File: src/rtl/mesi_pkg.sv
package mesi_pkg;
  typedef enum logic [1:0] {
    ST_I = 2'd0,
    ST_S = 2'd1,
    ST_E = 2'd2,
    ST_M = 2'd3
  } line_st_t;

  typedef enum logic [2:0] {
    CMD_NONE = 3'd0,
    CMD_RD   = 3'd1,
    CMD_RDX  = 3'd2,
    CMD_UPG  = 3'd3,
    CMD_WB   = 3'd4
  } bus_cmd_t;

  typedef enum logic [1:0] {
    F_IDLE = 2'd0,
    F_REQ  = 2'd1,
    F_RESP = 2'd2,
    F_DONE = 2'd3
  } fsm_t;
endpackage

File: src/rtl/mesi_tag_state.sv
module mesi_tag_state
  import mesi_pkg::*;
#(
  parameter int LINES = 16,
  parameter int TW    = 8
) (
  input  logic                     clk,
  input  logic                     rst,
  input  logic [$clog2(LINES)-1:0] a_idx,
  input  logic [$clog2(LINES)-1:0] b_idx,
  input  logic                     we,
  input  logic [$clog2(LINES)-1:0] w_idx,
  input  line_st_t                 w_st,
  input  logic                     tag_we,
  input  logic [TW-1:0]            w_tag,
  output line_st_t                 a_st,
  output logic [TW-1:0]            a_tag,
  output line_st_t                 b_st,
  output logic [TW-1:0]            b_tag
);
  line_st_t      st_q  [LINES];
  logic [TW-1:0] tag_q [LINES];

  always_ff @(posedge clk) begin
    if (rst) begin
      for (int i = 0; i < LINES; i++) st_q[i] <= ST_I;
    end else if (we) begin
      st_q[w_idx] <= w_st;
    end
  end

  always_ff @(posedge clk) begin
    if (tag_we) tag_q[w_idx] <= w_tag;
  end

  assign a_st  = st_q[a_idx];
  assign a_tag = tag_q[a_idx];
  assign b_st  = st_q[b_idx];
  assign b_tag = tag_q[b_idx];

  // a tag is only written together with a state write
  a_r2_tag_with_state: assert property (@(posedge clk) disable iff (rst)
    tag_we |-> we);
endmodule

File: src/rtl/mesi_data_ram.sv
module mesi_data_ram #(
  parameter int LINES = 16,
  parameter int DW    = 32
) (
  input  logic                     clk,
  input  logic                     we,
  input  logic [$clog2(LINES)-1:0] w_idx,
  input  logic [DW-1:0]            w_data,
  input  logic [$clog2(LINES)-1:0] a_idx,
  output logic [DW-1:0]            a_data,
  input  logic [$clog2(LINES)-1:0] b_idx,
  output logic [DW-1:0]            b_data
);
  logic [DW-1:0] mem [LINES];

  always_ff @(posedge clk) begin
    if (we) mem[w_idx] <= w_data;
  end

  assign a_data = mem[a_idx];
  assign b_data = mem[b_idx];
endmodule

File: src/rtl/mesi_snoop_resp.sv
module mesi_snoop_resp
  import mesi_pkg::*;
#(
  parameter int AW = 12,
  parameter int DW = 32
) (
  input  logic          clk,
  input  logic          rst,
  input  logic          snp_valid,
  input  logic          snp_excl,
  input  logic [AW-1:0] snp_addr,
  input  logic          line_match,
  input  line_st_t      line_st,
  input  logic [DW-1:0] line_data,
  output logic          upd,
  output line_st_t      new_st,
  output logic          hit_o,
  output logic          wb_o,
  output logic [AW-1:0] wb_addr_o,
  output logic [DW-1:0] wb_data_o
);
  always_comb begin
    upd    = snp_valid && line_match;
    new_st = snp_excl ? ST_I : ST_S;
  end

  always_ff @(posedge clk) begin
    if (rst) begin
      hit_o     <= 1'b0;
      wb_o      <= 1'b0;
      wb_addr_o <= '0;
      wb_data_o <= '0;
    end else begin
      hit_o     <= snp_valid && line_match && !snp_excl;
      wb_o      <= snp_valid && line_match && (line_st == ST_M);
      wb_addr_o <= snp_addr;
      wb_data_o <= line_data;
    end
  end

  // the shared answer only follows a snooped read
  a_r7_hit_after_read: assert property (@(posedge clk) disable iff (rst)
    hit_o |-> $past(snp_valid && !snp_excl));
  // a write-back only follows a snoop
  a_r8_wb_after_snoop: assert property (@(posedge clk) disable iff (rst)
    wb_o |-> $past(snp_valid));
  // no shared answer to a read-exclusive
  a_r9_no_hit_on_excl: assert property (@(posedge clk) disable iff (rst)
    (snp_valid && snp_excl) |=> !hit_o);
endmodule

File: src/rtl/mesi_line_ctrl.sv
module mesi_line_ctrl
  import mesi_pkg::*;
#(
  parameter int LINES = 16,
  parameter int AW    = 12,
  parameter int DW    = 32
) (
  input  logic          clk,
  input  logic          rst,
  input  logic          cpu_req,
  input  logic          cpu_we,
  input  logic [AW-1:0] cpu_addr,
  input  logic [DW-1:0] cpu_wdata,
  output logic          cpu_ready,
  output logic [DW-1:0] cpu_rdata,
  output logic          bus_req,
  input  logic          bus_gnt,
  output logic [2:0]    bus_cmd,
  output logic [AW-1:0] bus_addr,
  output logic [DW-1:0] bus_wdata,
  input  logic [DW-1:0] bus_rdata,
  input  logic          bus_shared,
  input  logic          snp_valid,
  input  logic          snp_excl,
  input  logic [AW-1:0] snp_addr,
  output logic          snp_hit,
  output logic          snp_wb,
  output logic [AW-1:0] snp_wb_addr,
  output logic [DW-1:0] snp_wb_data
);
  localparam int IDXW = $clog2(LINES);
  localparam int TW   = AW - IDXW;

  logic [IDXW-1:0] c_idx, s_idx, arr_idx;
  logic [TW-1:0]   c_tag, s_tag, a_tag, b_tag;
  line_st_t        a_st, b_st, loc_st, snp_new_st, arr_st;
  logic [DW-1:0]   a_data, b_data, dat_wd;
  logic            c_hit, s_hit, loc_we, tag_we, dat_we, snp_upd, arr_we;

  fsm_t            fsm_q, nxt_fsm;
  bus_cmd_t        cmd_q, nxt_cmd;
  logic [AW-1:0]   baddr_q, nxt_baddr;
  logic [DW-1:0]   bwdata_q, nxt_bwdata, rdata_q, rd_d;
  logic            req_q, ready_q, rdy_d;

  assign c_idx = cpu_addr[IDXW-1:0];
  assign c_tag = cpu_addr[AW-1:IDXW];
  assign s_idx = snp_addr[IDXW-1:0];
  assign s_tag = snp_addr[AW-1:IDXW];
  assign c_hit = (a_st != ST_I) && (a_tag == c_tag);
  assign s_hit = (b_st != ST_I) && (b_tag == s_tag);

  // local writes win; snoops never coincide with a fill cycle
  assign arr_we  = loc_we | snp_upd;
  assign arr_idx = loc_we ? c_idx : s_idx;
  assign arr_st  = loc_we ? loc_st : snp_new_st;

  mesi_tag_state #(.LINES(LINES), .TW(TW)) u_tags (
    .clk(clk), .rst(rst),
    .a_idx(c_idx), .b_idx(s_idx),
    .we(arr_we), .w_idx(arr_idx), .w_st(arr_st),
    .tag_we(tag_we), .w_tag(c_tag),
    .a_st(a_st), .a_tag(a_tag), .b_st(b_st), .b_tag(b_tag)
  );

  mesi_data_ram #(.LINES(LINES), .DW(DW)) u_data (
    .clk(clk), .we(dat_we), .w_idx(c_idx), .w_data(dat_wd),
    .a_idx(c_idx), .a_data(a_data), .b_idx(s_idx), .b_data(b_data)
  );

  mesi_snoop_resp #(.AW(AW), .DW(DW)) u_snoop (
    .clk(clk), .rst(rst),
    .snp_valid(snp_valid), .snp_excl(snp_excl), .snp_addr(snp_addr),
    .line_match(s_hit), .line_st(b_st), .line_data(b_data),
    .upd(snp_upd), .new_st(snp_new_st),
    .hit_o(snp_hit), .wb_o(snp_wb), .wb_addr_o(snp_wb_addr), .wb_data_o(snp_wb_data)
  );

  always_comb begin
    nxt_fsm    = fsm_q;
    nxt_cmd    = cmd_q;
    nxt_baddr  = baddr_q;
    nxt_bwdata = bwdata_q;
    loc_we     = 1'b0;
    loc_st     = ST_I;
    tag_we     = 1'b0;
    dat_we     = 1'b0;
    dat_wd     = cpu_wdata;
    rdy_d      = 1'b0;
    rd_d       = rdata_q;
    case (fsm_q)
      F_IDLE: begin
        if (cpu_req && !snp_valid) begin
          if (c_hit && !cpu_we) begin
            rdy_d   = 1'b1;
            rd_d    = a_data;
            nxt_fsm = F_DONE;
          end else if (c_hit && (a_st != ST_S)) begin
            loc_we  = 1'b1;
            loc_st  = ST_M;
            dat_we  = 1'b1;
            rdy_d   = 1'b1;
            rd_d    = cpu_wdata;
            nxt_fsm = F_DONE;
          end else if (c_hit) begin
            nxt_fsm   = F_REQ;
            nxt_cmd   = CMD_UPG;
            nxt_baddr = cpu_addr;
          end else if (a_st == ST_M) begin
            nxt_fsm    = F_REQ;
            nxt_cmd    = CMD_WB;
            nxt_baddr  = {a_tag, c_idx};
            nxt_bwdata = a_data;
          end else begin
            nxt_fsm   = F_REQ;
            nxt_cmd   = cpu_we ? CMD_RDX : CMD_RD;
            nxt_baddr = cpu_addr;
          end
        end
      end
      F_REQ: begin
        if (snp_valid) begin
          nxt_fsm = F_IDLE;
        end else if (bus_gnt) begin
          case (cmd_q)
            CMD_WB: begin
              loc_we  = 1'b1;
              loc_st  = ST_I;
              nxt_fsm = F_IDLE;
            end
            CMD_UPG: begin
              loc_we  = 1'b1;
              loc_st  = ST_M;
              dat_we  = 1'b1;
              rdy_d   = 1'b1;
              rd_d    = cpu_wdata;
              nxt_fsm = F_DONE;
            end
            default: nxt_fsm = F_RESP;
          endcase
        end
      end
      F_RESP: begin
        loc_we  = 1'b1;
        tag_we  = 1'b1;
        loc_st  = cpu_we ? ST_M : (bus_shared ? ST_S : ST_E);
        dat_we  = 1'b1;
        dat_wd  = cpu_we ? cpu_wdata : bus_rdata;
        rdy_d   = 1'b1;
        rd_d    = cpu_we ? cpu_wdata : bus_rdata;
        nxt_fsm = F_DONE;
      end
      default: nxt_fsm = F_IDLE;
    endcase
  end

  always_ff @(posedge clk) begin
    if (rst) begin
      fsm_q    <= F_IDLE;
      cmd_q    <= CMD_NONE;
      baddr_q  <= '0;
      bwdata_q <= '0;
      req_q    <= 1'b0;
      ready_q  <= 1'b0;
      rdata_q  <= '0;
    end else begin
      fsm_q    <= nxt_fsm;
      req_q    <= (nxt_fsm == F_REQ);
      cmd_q    <= (nxt_fsm == F_REQ) ? nxt_cmd : CMD_NONE;
      baddr_q  <= nxt_baddr;
      bwdata_q <= nxt_bwdata;
      ready_q  <= rdy_d;
      rdata_q  <= rd_d;
    end
  end

  assign cpu_ready = ready_q;
  assign cpu_rdata = rdata_q;
  assign bus_req   = req_q;
  assign bus_cmd   = cmd_q;
  assign bus_addr  = baddr_q;
  assign bus_wdata = bwdata_q;

  // no command without a request
  a_r1_idle_cmd: assert property (@(posedge clk) disable iff (rst)
    !bus_req |-> (bus_cmd == 3'd0));
  // completion is a single-cycle pulse
  a_r3_ready_pulse: assert property (@(posedge clk) disable iff (rst)
    cpu_ready |=> !cpu_ready);
  // no request pending while a completion is reported
  a_r3_ready_no_req: assert property (@(posedge clk) disable iff (rst)
    cpu_ready |-> !bus_req);
  // a waiting request holds its command and address
  a_r2_req_held: assert property (@(posedge clk) disable iff (rst)
    (bus_req && !bus_gnt && !snp_valid) |=> (bus_req && $stable(bus_addr) && $stable(bus_cmd)));
  // a snoop while waiting withdraws the request
  a_r11_snoop_withdraws: assert property (@(posedge clk) disable iff (rst)
    (snp_valid && bus_req) |=> !bus_req);
endmodule

File: config.mk
export PLATFORM = sky130hd
export DESIGN_NAME = mesi_line_ctrl
export DESIGN_NICKNAME = d
export VERILOG_FILES = /design/src/rtl/mesi_pkg.sv /design/src/rtl/mesi_tag_state.sv /design/src/rtl/mesi_data_ram.sv /design/src/rtl/mesi_snoop_resp.sv /design/src/rtl/mesi_line_ctrl.sv
export SDC_FILE = /design/constraint.sdc
export NUM_CORES = 1
export LEC_CHECK = 0
export BUFFER_PORTS_ARGS = -buffer_cell sky130_fd_sc_hd__buf_2
export CAP_MARGIN = 20
export CORE_ASPECT_RATIO = 1.2
export CORE_MARGIN = 8
export CORE_UTILIZATION = 27
export CTS_CLUSTER_DIAMETER = 150
export DETAILED_ROUTE_END_ITERATION = 8
export GPL_ROUTABILITY_DRIVEN = 0
export PLACE_DENSITY = 0.41
export SYNTH_ARGS = -nofsm -noshare
export SYNTH_HDL_FRONTEND = slang
export SYNTH_HIERARCHICAL = 1
export SYNTH_SLANG_ARGS = --single-unit
File: constraint.sdc
create_clock -name clk -period 12.7 [get_ports clk]
set_input_delay 0 -clock clk [delete_from_list [all_inputs] [get_ports clk]]
set_output_delay 0 -clock clk [all_outputs]
set_load 0.02 [all_outputs]
==> results of run 1 <==
==> metrics by stage <==
stage | cells | worst slack (ns) | hold slack, ns
global placement | 4060 | 6.51 | 0.244
global route | 4374 | 6.93 | 0.0878
detailed placement | 4061 | 6.46 | 0.248
CTS | 4371 | 6.60 | 0.0147
floorplan | 2151 | 7.18 | 0.0697
finish | 4377 | 7.20 | 0.0835
==> worst register-to-register path, cell delays in order (launching register included) <==
cell and delay (ns):
edfxtp_1 0.41, mux4_1 0.55, a22oi_1 0.35, nand2_1 0.20
xnor2_2 0.25, nand4_4 0.21, or4_4 0.60, a21oi_1 0.50
nand3b_1 0.44, nor2_4 0.66, buf_4 0.55
==> power by group through the flow <==
stage | sequential [mW] | clock [mW] | combinational [mW]
CTS | 2.95 | 2.76 | 0.917
global route | 2.95 | 2.85 | 0.974
finish | 2.95 | 2.68 | 0.912
floorplan | 3.04 | 0 | 0.471
global placement | 3.00 | 0 | 0.828
detailed placement | 3.00 | 0 | 0.840
==> state kept, by name, indices dropped and copies added (netlist names) <==
register           flops
u_snoop/wb_addr_o     12
u_data/mem           512
bus_cmd                3
u_snoop/wb_o           1
cpu_ready              1
u_tags/st_q           32
bus_wdata             32
fsm_q                  2
u_tags/tag_q         128
u_snoop/hit_o          1
u_snoop/wb_data_o     32
bus_req                1
cpu_rdata             32
bus_addr              12
==> repair_timing <==
item	in CTS	in global routing
setup endpoints to repair	0	0
hold buffers	140	0
hold endpoints to repair	712	0
==> final timing paths <==
path / from / end / cells after the start
worst max register to register: u_tags/tag_q[2][2] / u_data/mem[5][22] / 10
worst min register to register: cpu_rdata[24] / cpu_rdata[24] / 1
worst min-delay path: cpu_req / bus_cmd[0] / 5
worst max-delay path: cpu_addr[0] / u_data/mem[5][22] / 13
==> per-layer routing <==
metal / global-route usage / up-vias
li1: - / 9625
met1: 0.211 / 12098
met2: 0.273 / 799
met3: 0.0300 / 178
met4: 0.0563 / 0
met5: 0 / -
==> synth_stat cells, types with 31 or more instances <==
master	instances	area [um^2]
a221o_1	31	310
a32o_1	32	320
nor3_1	38	190
edfxtp_1	672	20200
a22oi_1	168	1260
nor2_1	146	548
buf_1	37	139
mux4_2	312	7030
mux2_2	63	709
nor2b_1	53	332
nand2_1	94	353
mux2i_1	76	761
buf_4	31	233
clkbuf_1	76	285
dfxtp_1	129	2580
==> layout make-up <==
cell class / instances / area, um^2
diodes: 3 / 7.51
clock buffers: 119 / 2510
fillers: 13319 / 92300
clock inverters: 51 / 512
inverters: 10 / 37.5
multi-input cells: 1164 / 13800
well taps: 1812 / 2270
repair buffers: 417 / 3030
flip-flops and latches: 801 / 22800
==> cell families after synthesis <==
| logic type | Yosys count |
|---|---|
| adder cells (fa/ha/maj) | 4 |
| multiplexers | 479 |
| AO/OA/AOI/OAI | 286 |
| other | 1 |
| flip-flops | 801 |
| buffers and inverters | 186 |
| AND/OR/NAND/NOR | 378 |
| XOR/XNOR | 16 |
==> metrics.txt, run 1 <==
# TYPE chip_impl_metric gauge
chip_impl_metric{name="initial_utilization",unit=""} 0.272
chip_impl_metric{name="largest_net_degree_at_the_start_of_global_routing",unit=""} 75
chip_impl_metric{name="globalRouteOverflowTotal",unit=""} 0
chip_impl_metric{name="netSwitchingPower",unit="mW"} 1.69
chip_impl_info{name="highest_metal_layer_used_by_the_detailed_router",value="met4"} 1
chip_impl_info{name="worst_setup_path_start_kind",value="primary input"} 1
chip_impl_metric{name="detailed_place.area",unit="mm^2"} 0.0404
chip_impl_metric{name="p_clk_frac",unit=""} 0.410
chip_impl_metric{name="groute.usage.overall",unit=""} 0.163
chip_impl_metric{name="path_clk_slew",unit="ns"} 0.06
chip_impl_metric{name="dr.first_iter.drc_count",unit=""} 1562
chip_impl_metric{name="synth.ff_latch_count",unit=""} 801
chip_impl_info{name="timing.hold.worst.class",value="in2reg"} 1
chip_impl_metric{name="rows",unit=""} 149
chip_impl_info{name="timing.critical_path.mode_cell",value="buf_4"} 1
chip_impl_info{name="rsz0062_at_grt",value="no"} 1
chip_impl_metric{name="ys_types",unit=""} 63
chip_impl_metric{name="number_of_synthesized_flops_with_an_enable_pin",unit=""} 672
chip_impl_metric{name="floorplan.die.width",unit="um"} 355
chip_impl_info{name="synth_top_family_by_area",value="multiplexers"} 1
chip_impl_metric{name="finalSetupViolations",unit=""} 0
chip_impl_metric{name="synth_adder_area_share",unit=""} 0.00134
chip_impl_metric{name="numClockSinks",unit=""} 801
chip_impl_metric{name="cp_data_required_time",unit="ns"} 13.02
chip_impl_metric{name="vdd.ir_drop.worst",unit="uV"} 128
chip_impl_info{name="slowest_stage",value="nor2_4"} 1
chip_impl_metric{name="post-route-util",unit=""} 0.327
chip_impl_metric{name="synth_mux_area_frac",unit=""} 0.247
chip_impl_metric{name="number_of_post_cts_setup_repair_buffers",unit=""} 0
chip_impl_metric{name="dieArea",unit="mm^2"} 0.150
chip_impl_metric{name="power.share.combinational",unit=""} 0.139
chip_impl_metric{name="route.detailed.drc",unit=""} 0
chip_impl_info{name="cts_tree",value="built"} 1
chip_impl_metric{name="critical-path-max-stage-delay",unit="ns"} 0.66
chip_impl_metric{name="max_freq",unit="GHz"} 0.182
chip_impl_metric{name="dr_wl_met3",unit="um"} 7060
chip_impl_metric{name="syn_nets",unit=""} 2251
chip_impl_metric{name="async_flop_share",unit=""} 0
chip_impl_metric{name="worst-path-max-fanout",unit=""} 54
chip_impl_metric{name="num_vias",unit=""} 22700
chip_impl_metric{name="post-dp-hpwl",unit="um"} 73200
chip_impl_metric{name="layout_area_growth_over_synthesis",unit="%"} 20.5
chip_impl_info{name="crit_type",value="in2reg"} 1
chip_impl_metric{name="die_height",unit="um"} 423
chip_impl_metric{name="drtPass1Iterations",unit=""} 5
chip_impl_metric{name="worst-r2r-setup-slack",unit="ns"} 7.58
chip_impl_info{name="layout_common_cells",value="edfxtp_1 (672), mux4_2 (312), buf_2 (217)"} 1
chip_impl_metric{name="ioPinCount",unit=""} 223
chip_impl_metric{name="fin_nets",unit=""} 2586
chip_impl_info{name="synth_flop_cell",value="edfxtp_1"} 1
chip_impl_metric{name="swShare",unit=""} 0.259
chip_impl_metric{name="period_minus_slack",unit="ns"} 5.50
chip_impl_metric{name="finalWirelength",unit="um"} 125000
chip_impl_metric{name="route.detailed.wl_per_inst",unit="um"} 28.5
chip_impl_info{name="status",value="completed"} 1
chip_impl_metric{name="layout-drive-gt1-share",unit=""} 0.329
chip_impl_metric{name="seq_power_share",unit=""} 0.451
chip_impl_metric{name="antenna_found_initial",unit=""} 3
chip_impl_metric{name="critical_path.n_buffers_inverters",unit=""} 4
chip_impl_info{name="cp_cell_sequence",value="dlygate4sd3_1 > buf_8 > buf_4 > mux4_1 > a22oi_1 > nand2_1 > xnor2_2 > nand4_4 > or4_4 > a21oi_1 > nand3b_1 > nor2_4 > buf_4"} 1
chip_impl_metric{name="share_of_the_synthesized_netlist_area_taken_by_xor_and_xnor_gates",unit=""} 0.00537
chip_impl_metric{name="insertion_delay_to_the_later_sink_of_the_worst_skew_pair",unit="ns"} 0.69
chip_impl_metric{name="cp_data_arrival_time",unit="ns"} 5.82
chip_impl_metric{name="port_buffers",unit=""} 222
chip_impl_metric{name="totalNegativeSetupSlack",unit="ns"} 0
chip_impl_metric{name="syn_inst",unit=""} 2151
chip_impl_metric{name="htreeDepth",unit=""} 3
chip_impl_metric{name="cts_inserted_buffers",unit=""} 92
chip_impl_info{name="most_common_cell_after_layout_fill_and_taps_aside",value="edfxtp_1"} 1
chip_impl_metric{name="met1Wirelength",unit="um"} 53100
chip_impl_metric{name="timing.max_slew.rel_slack",unit=""} 0.265
chip_impl_metric{name="core",unit="mm^2"} 0.137
chip_impl_metric{name="cap_violations",unit=""} 0
chip_impl_metric{name="leak_pwr",unit="nW"} 14.8
chip_impl_metric{name="grt_first_pass_wirelength",unit="um"} 180000
chip_impl_metric{name="p_per_area",unit="mW/mm^2"} 146
chip_impl_metric{name="finish.instance_area",unit="mm^2"} 0.0449
chip_impl_info{name="cp_delay_by_family_top",value="simple AND/OR/NAND/NOR gates"} 1
chip_impl_metric{name="slew_viol_final",unit=""} 0
chip_impl_info{name="critPathCaptureType",value="flop"} 1
chip_impl_metric{name="vias_in_the_first_global_route",unit=""} 24605
chip_impl_metric{name="finClkSkew",unit="ns"} 0.0313
chip_impl_metric{name="mappedNetlistArea",unit="mm^2"} 0.0373
chip_impl_metric{name="antenna_violating_nets_post_route",unit=""} 0
chip_impl_metric{name="routed-wl-met2",unit="um"} 60800
chip_impl_metric{name="cts_max_path_buffers",unit=""} 3
chip_impl_metric{name="final_hold_violation_count",unit=""} 0
chip_impl_metric{name="synthSimpleGateAreaFrac",unit=""} 0.0489
chip_impl_metric{name="total_power",unit="mW"} 6.55
chip_impl_metric{name="synth_compound_gate_area_share",unit=""} 0.0621
chip_impl_metric{name="yosys_warnings",unit=""} 6
chip_impl_metric{name="cts.repair.resized",unit=""} 0
chip_impl_metric{name="syn_avg_cell_area",unit="um^2"} 17.3
chip_impl_metric{name="internal_power",unit="mW"} 4.85
chip_impl_metric{name="final_min_period_over_clock_period",unit=""} 0.433
chip_impl_metric{name="max_slew.worst_pin.slew",unit="ns"} 1.10
chip_impl_metric{name="synth_seq_area_share",unit=""} 0.611
chip_impl_info{name="clk_root_buffer_cell",value="clkbuf_16"} 1
chip_impl_metric{name="viasPerCell",unit=""} 5.19
Note: power is estimated with default switching activity, not from simulation.
==> run 2: changes to the inputs <==
ABC_AREA = 1   (was unset)
clock period = 5.1 ns   (was 12.7 ns; I/O delays follow)
==> metrics.txt, run 2 <==
# TYPE chip_impl_metric gauge
chip_impl_info{name="status",value="completed"} 1
chip_impl_metric{name="globalRouteOverflowTotal",unit=""} 0
chip_impl_metric{name="num_vias",unit=""} 38255
chip_impl_metric{name="timing.max_slew.rel_slack",unit=""} 0.289
chip_impl_metric{name="largest_register_ff_count",unit=""} 512
chip_impl_metric{name="p_per_area",unit="mW/mm^2"} 335
chip_impl_metric{name="worstRegToRegCells",unit=""} 15
chip_impl_metric{name="htreeDepth",unit=""} 3
chip_impl_metric{name="antenna_violating_nets_post_route",unit=""} 0
chip_impl_metric{name="vias_in_the_first_global_route",unit=""} 37497
chip_impl_metric{name="layout-drive-gt1-share",unit=""} 0.0921
chip_impl_metric{name="insertion_delay_to_the_later_sink_of_the_worst_skew_pair",unit="ns"} 0.71
chip_impl_metric{name="cp_data_arrival_time",unit="ns"} 4.61
chip_impl_metric{name="route.detailed.wl_per_inst",unit="um"} 22.8
chip_impl_info{name="critPathCaptureType",value="flop"} 1
chip_impl_info{name="clk_root_buffer_cell",value="clkbuf_16"} 1
chip_impl_info{name="whs_endpoint",value="u_data/mem[13][19]"} 1
chip_impl_info{name="most_common_cell_after_layout_fill_and_taps_aside",value="nand2_1"} 1
chip_impl_metric{name="worst-r2r-setup-slack",unit="ns"} 0.91
chip_impl_metric{name="syn_inst",unit=""} 5493
chip_impl_info{name="min_from",value="bus_rdata[19]"} 1
chip_impl_info{name="cts_tree",value="built"} 1
chip_impl_metric{name="whs_path_depth",unit=""} 4
chip_impl_info{name="rsz0062_at_grt",value="no"} 1
chip_impl_metric{name="die_height",unit="um"} 454
chip_impl_metric{name="worst-path-max-fanout",unit=""} 25
chip_impl_metric{name="slew_viol_final",unit=""} 0
chip_impl_metric{name="floorplan.die.width",unit="um"} 381
chip_impl_metric{name="cp_data_required_time",unit="ns"} 5.48
chip_impl_metric{name="fin_nets",unit=""} 5799
chip_impl_metric{name="ys_types",unit=""} 38
chip_impl_metric{name="rows",unit=""} 161
chip_impl_metric{name="groute.usage.overall",unit=""} 0.200
chip_impl_metric{name="cts_inserted_buffers",unit=""} 93
chip_impl_metric{name="cts_max_path_buffers",unit=""} 3
chip_impl_metric{name="totalNegativeSetupSlack",unit="ns"} 0
chip_impl_metric{name="initial_utilization",unit=""} 0.271
chip_impl_metric{name="async_flop_share",unit=""} 0
chip_impl_metric{name="number_of_post_cts_setup_repair_buffers",unit=""} 0
chip_impl_metric{name="mappedNetlistArea",unit="mm^2"} 0.0433
chip_impl_metric{name="max_freq",unit="GHz"} 0.237
chip_impl_info{name="r2r_start",value="fsm_q[0]"} 1
chip_impl_info{name="worst_setup_path_start_kind",value="primary input"} 1
chip_impl_metric{name="dr.first_iter.drc_count",unit=""} 3551
chip_impl_metric{name="largest_net_degree_at_the_start_of_global_routing",unit=""} 158
chip_impl_metric{name="number_of_synthesized_flops_with_an_enable_pin",unit=""} 672
chip_impl_metric{name="max_slew.worst_pin.slew",unit="ns"} 1.07
chip_impl_metric{name="synth_largest_type_area_fraction",unit=""} 0.467
chip_impl_metric{name="finalSetupViolations",unit=""} 0
chip_impl_metric{name="finClkSkew",unit="ns"} 0.0297
chip_impl_metric{name="post-dp-hpwl",unit="um"} 112000
chip_impl_metric{name="leak_pwr",unit="nW"} 22.9
chip_impl_info{name="synth_common_cells",value="nand2_1 (1703), nand3_1 (1251), inv_1 (877), edfxtp_1 (672), nor2_1 (206)"} 1
chip_impl_metric{name="ioPinCount",unit=""} 223
chip_impl_metric{name="final_min_period_over_clock_period",unit=""} 0.829
chip_impl_metric{name="period_minus_slack",unit="ns"} 4.23
chip_impl_metric{name="drtPass1Iterations",unit=""} 6
chip_impl_metric{name="cap_violations",unit=""} 0
chip_impl_metric{name="layout_area_growth_over_synthesis",unit="%"} 16.8
chip_impl_metric{name="final_hold_violation_count",unit=""} 0
chip_impl_metric{name="grt_first_pass_wirelength",unit="um"} 259000
chip_impl_info{name="post-synth-top-count-cell",value="nand2_1"} 1
chip_impl_metric{name="viasPerCell",unit=""} 4.85
chip_impl_metric{name="syn_avg_cell_area",unit="um^2"} 7.87
chip_impl_metric{name="syn_nets",unit=""} 5593
chip_impl_info{name="layout_common_cells",value="nand2_1 (1703), nand3_1 (1251), inv_1 (872)"} 1
chip_impl_info{name="timing.hold.worst.class",value="in2reg"} 1
chip_impl_info{name="crit_type",value="in2reg"} 1
chip_impl_metric{name="path_clk_slew",unit="ns"} 0.06
chip_impl_info{name="synth_flop_cell",value="edfxtp_1"} 1
chip_impl_info{name="synthDominantAreaCellType",value="edfxtp_1"} 1
chip_impl_info{name="top_regs",value="u_data/mem: 512 flops, u_tags/tag_q: 128 flops"} 1
chip_impl_metric{name="post-place-cells",unit=""} 7605
chip_impl_metric{name="route.detailed.drc",unit=""} 0
chip_impl_metric{name="port_buffers",unit=""} 222
chip_impl_metric{name="layout.cells.non_filler",unit=""} 7889
chip_impl_info{name="yosys-top-cells-area",value="edfxtp_1 (47%), nand2_1 (15%), nand3_1 (14%)"} 1
chip_impl_metric{name="antenna_found_initial",unit=""} 2
chip_impl_info{name="worstReg2RegEnd",value="cpu_rdata[13]"} 1
chip_impl_metric{name="finalWirelength",unit="um"} 180000
chip_impl_info{name="regMostFlops",value="u_data/mem"} 1
chip_impl_metric{name="yosys_warnings",unit=""} 6
chip_impl_metric{name="core",unit="mm^2"} 0.160
chip_impl_metric{name="dieArea",unit="mm^2"} 0.173
chip_impl_metric{name="synth.ff_latch_count",unit=""} 801
chip_impl_metric{name="vdd.ir_drop.worst",unit="uV"} 247
chip_impl_metric{name="numClockSinks",unit=""} 801
chip_impl_metric{name="synth_seq_area_share",unit=""} 0.526
run 2: changes by cell type in the layout (fill, tap and decap cells not counted), sizes merged, moves of 31 or more:
cell   previous run  this run
inv              11       892
nor2b            53         0
o21ai             4       141
a221o            31         0
mux2             67         0
nand3             3      1252
mux4            336         0
nand2            94      1707
buf             277       338
a22oi           168         0
mux2i            76         0
nor2            146       211
a21oi             8        84
a32o             32         0
run 2: kinds of logic after synthesis:
| group | Yosys count | synth area share |
|---|---|---|
| adder cells (fa/ha/maj) | 4 | 0.00116 |
| XOR/XNOR | 4 | 0.000810 |
| flip-flops | 801 | 0.526 |
| AND/OR/NAND/NOR | 3212 | 0.318 |
| AO/OA/AOI/OAI | 235 | 0.0282 |
| other | 1 | 0.0000867 |
| buffers and inverters | 1236 | 0.125 |
run 2: where the power goes:
| group | switching (mW) | internal, mW |
|---|---|---|
| clock | 2.87 | 4.03 |
| sequential | 0.0580 | 7.33 |
| combinational | 1.93 | 0.695 |
| total | 4.86 | 12.1 |
run 2: worst max-delay path, cell delays in order:
cell           delay (ns)
dlygate4sd3_1        0.53
buf_4                0.37
inv_1                0.50
nand3_1              0.29
nand3_1              0.17
nand2_1              0.13
inv_1                0.06
nand2_1              0.05
nand2_1              0.08
inv_1                0.05
nand2_1              0.04
nor2_1               0.09
nand3_1              0.11
nor2_1               0.13
nand2_1              0.08
nand2_1              0.08
nand2_2              0.19
inv_1                0.30
nand3_1              0.37
nor2_4               0.67
buf_12               0.25
run 2: stage by stage:
stage          total power, mW   util  area, um^2  hold slack (ns)  worst slack [ns]
4_1_cts                   17.1  0.316       50500          0.00282             0.956
2_1_floorplan             8.99      -       43300           0.0691              1.50
5_1_grt                   17.6  0.316       50500           0.0669             0.543
3_3_place_gp              10.0  0.290       46300            0.237             0.747
3_5_place_dp              10.0  0.290       46300            0.237             0.740
6_report                  16.9  0.316       50500           0.0471             0.874
run 2: worst max-delay path by stage:
stage / start / end / slack, ns
after floorplan: u_tags/st_q[5][1] / u_data/mem[10][0] / 1.50
after global placement: cpu_addr[1] / u_data/mem[13][14] / 0.75
after detailed placement: cpu_addr[1] / u_data/mem[13][13] / 0.74
after CTS: cpu_addr[2] / u_data/mem[13][11] / 0.96
after global routing: cpu_addr[0] / u_tags/tag_q[2][3] / 0.54
final: cpu_addr[2] / u_data/mem[13][11] / 0.87
run 2: cell type report:
cell class              instances  area (um^2)
diodes                          2         5.00
clock buffers                 129         2580
clock inverters                35          469
fillers                     16868       109000
inverters                     892         3380
multi-input cells            3456        15300
flip-flops and latches        801        22800
well taps                    2119         2650
repair buffers                455         3420
run 2: timing repair:
| action | 4_1_cts | 5_1_grt |
|---|---|---|
| hold endpoints to repair | 415 | 0 |
| hold buffers | 117 | 0 |
| resized for setup | 0 | 0 |
run 2: per-layer routing:
metal | part of all wire | track usage | vias up
met1 | 0.43 | 0.256 | 18437
met2 | 0.47 | 0.336 | 1417
met4 | 0.049 | 0.0938 | 0
li1 | - | - | 18037
met5 | 0 | 0 | -
met3 | 0.053 | 0.0231 | 364
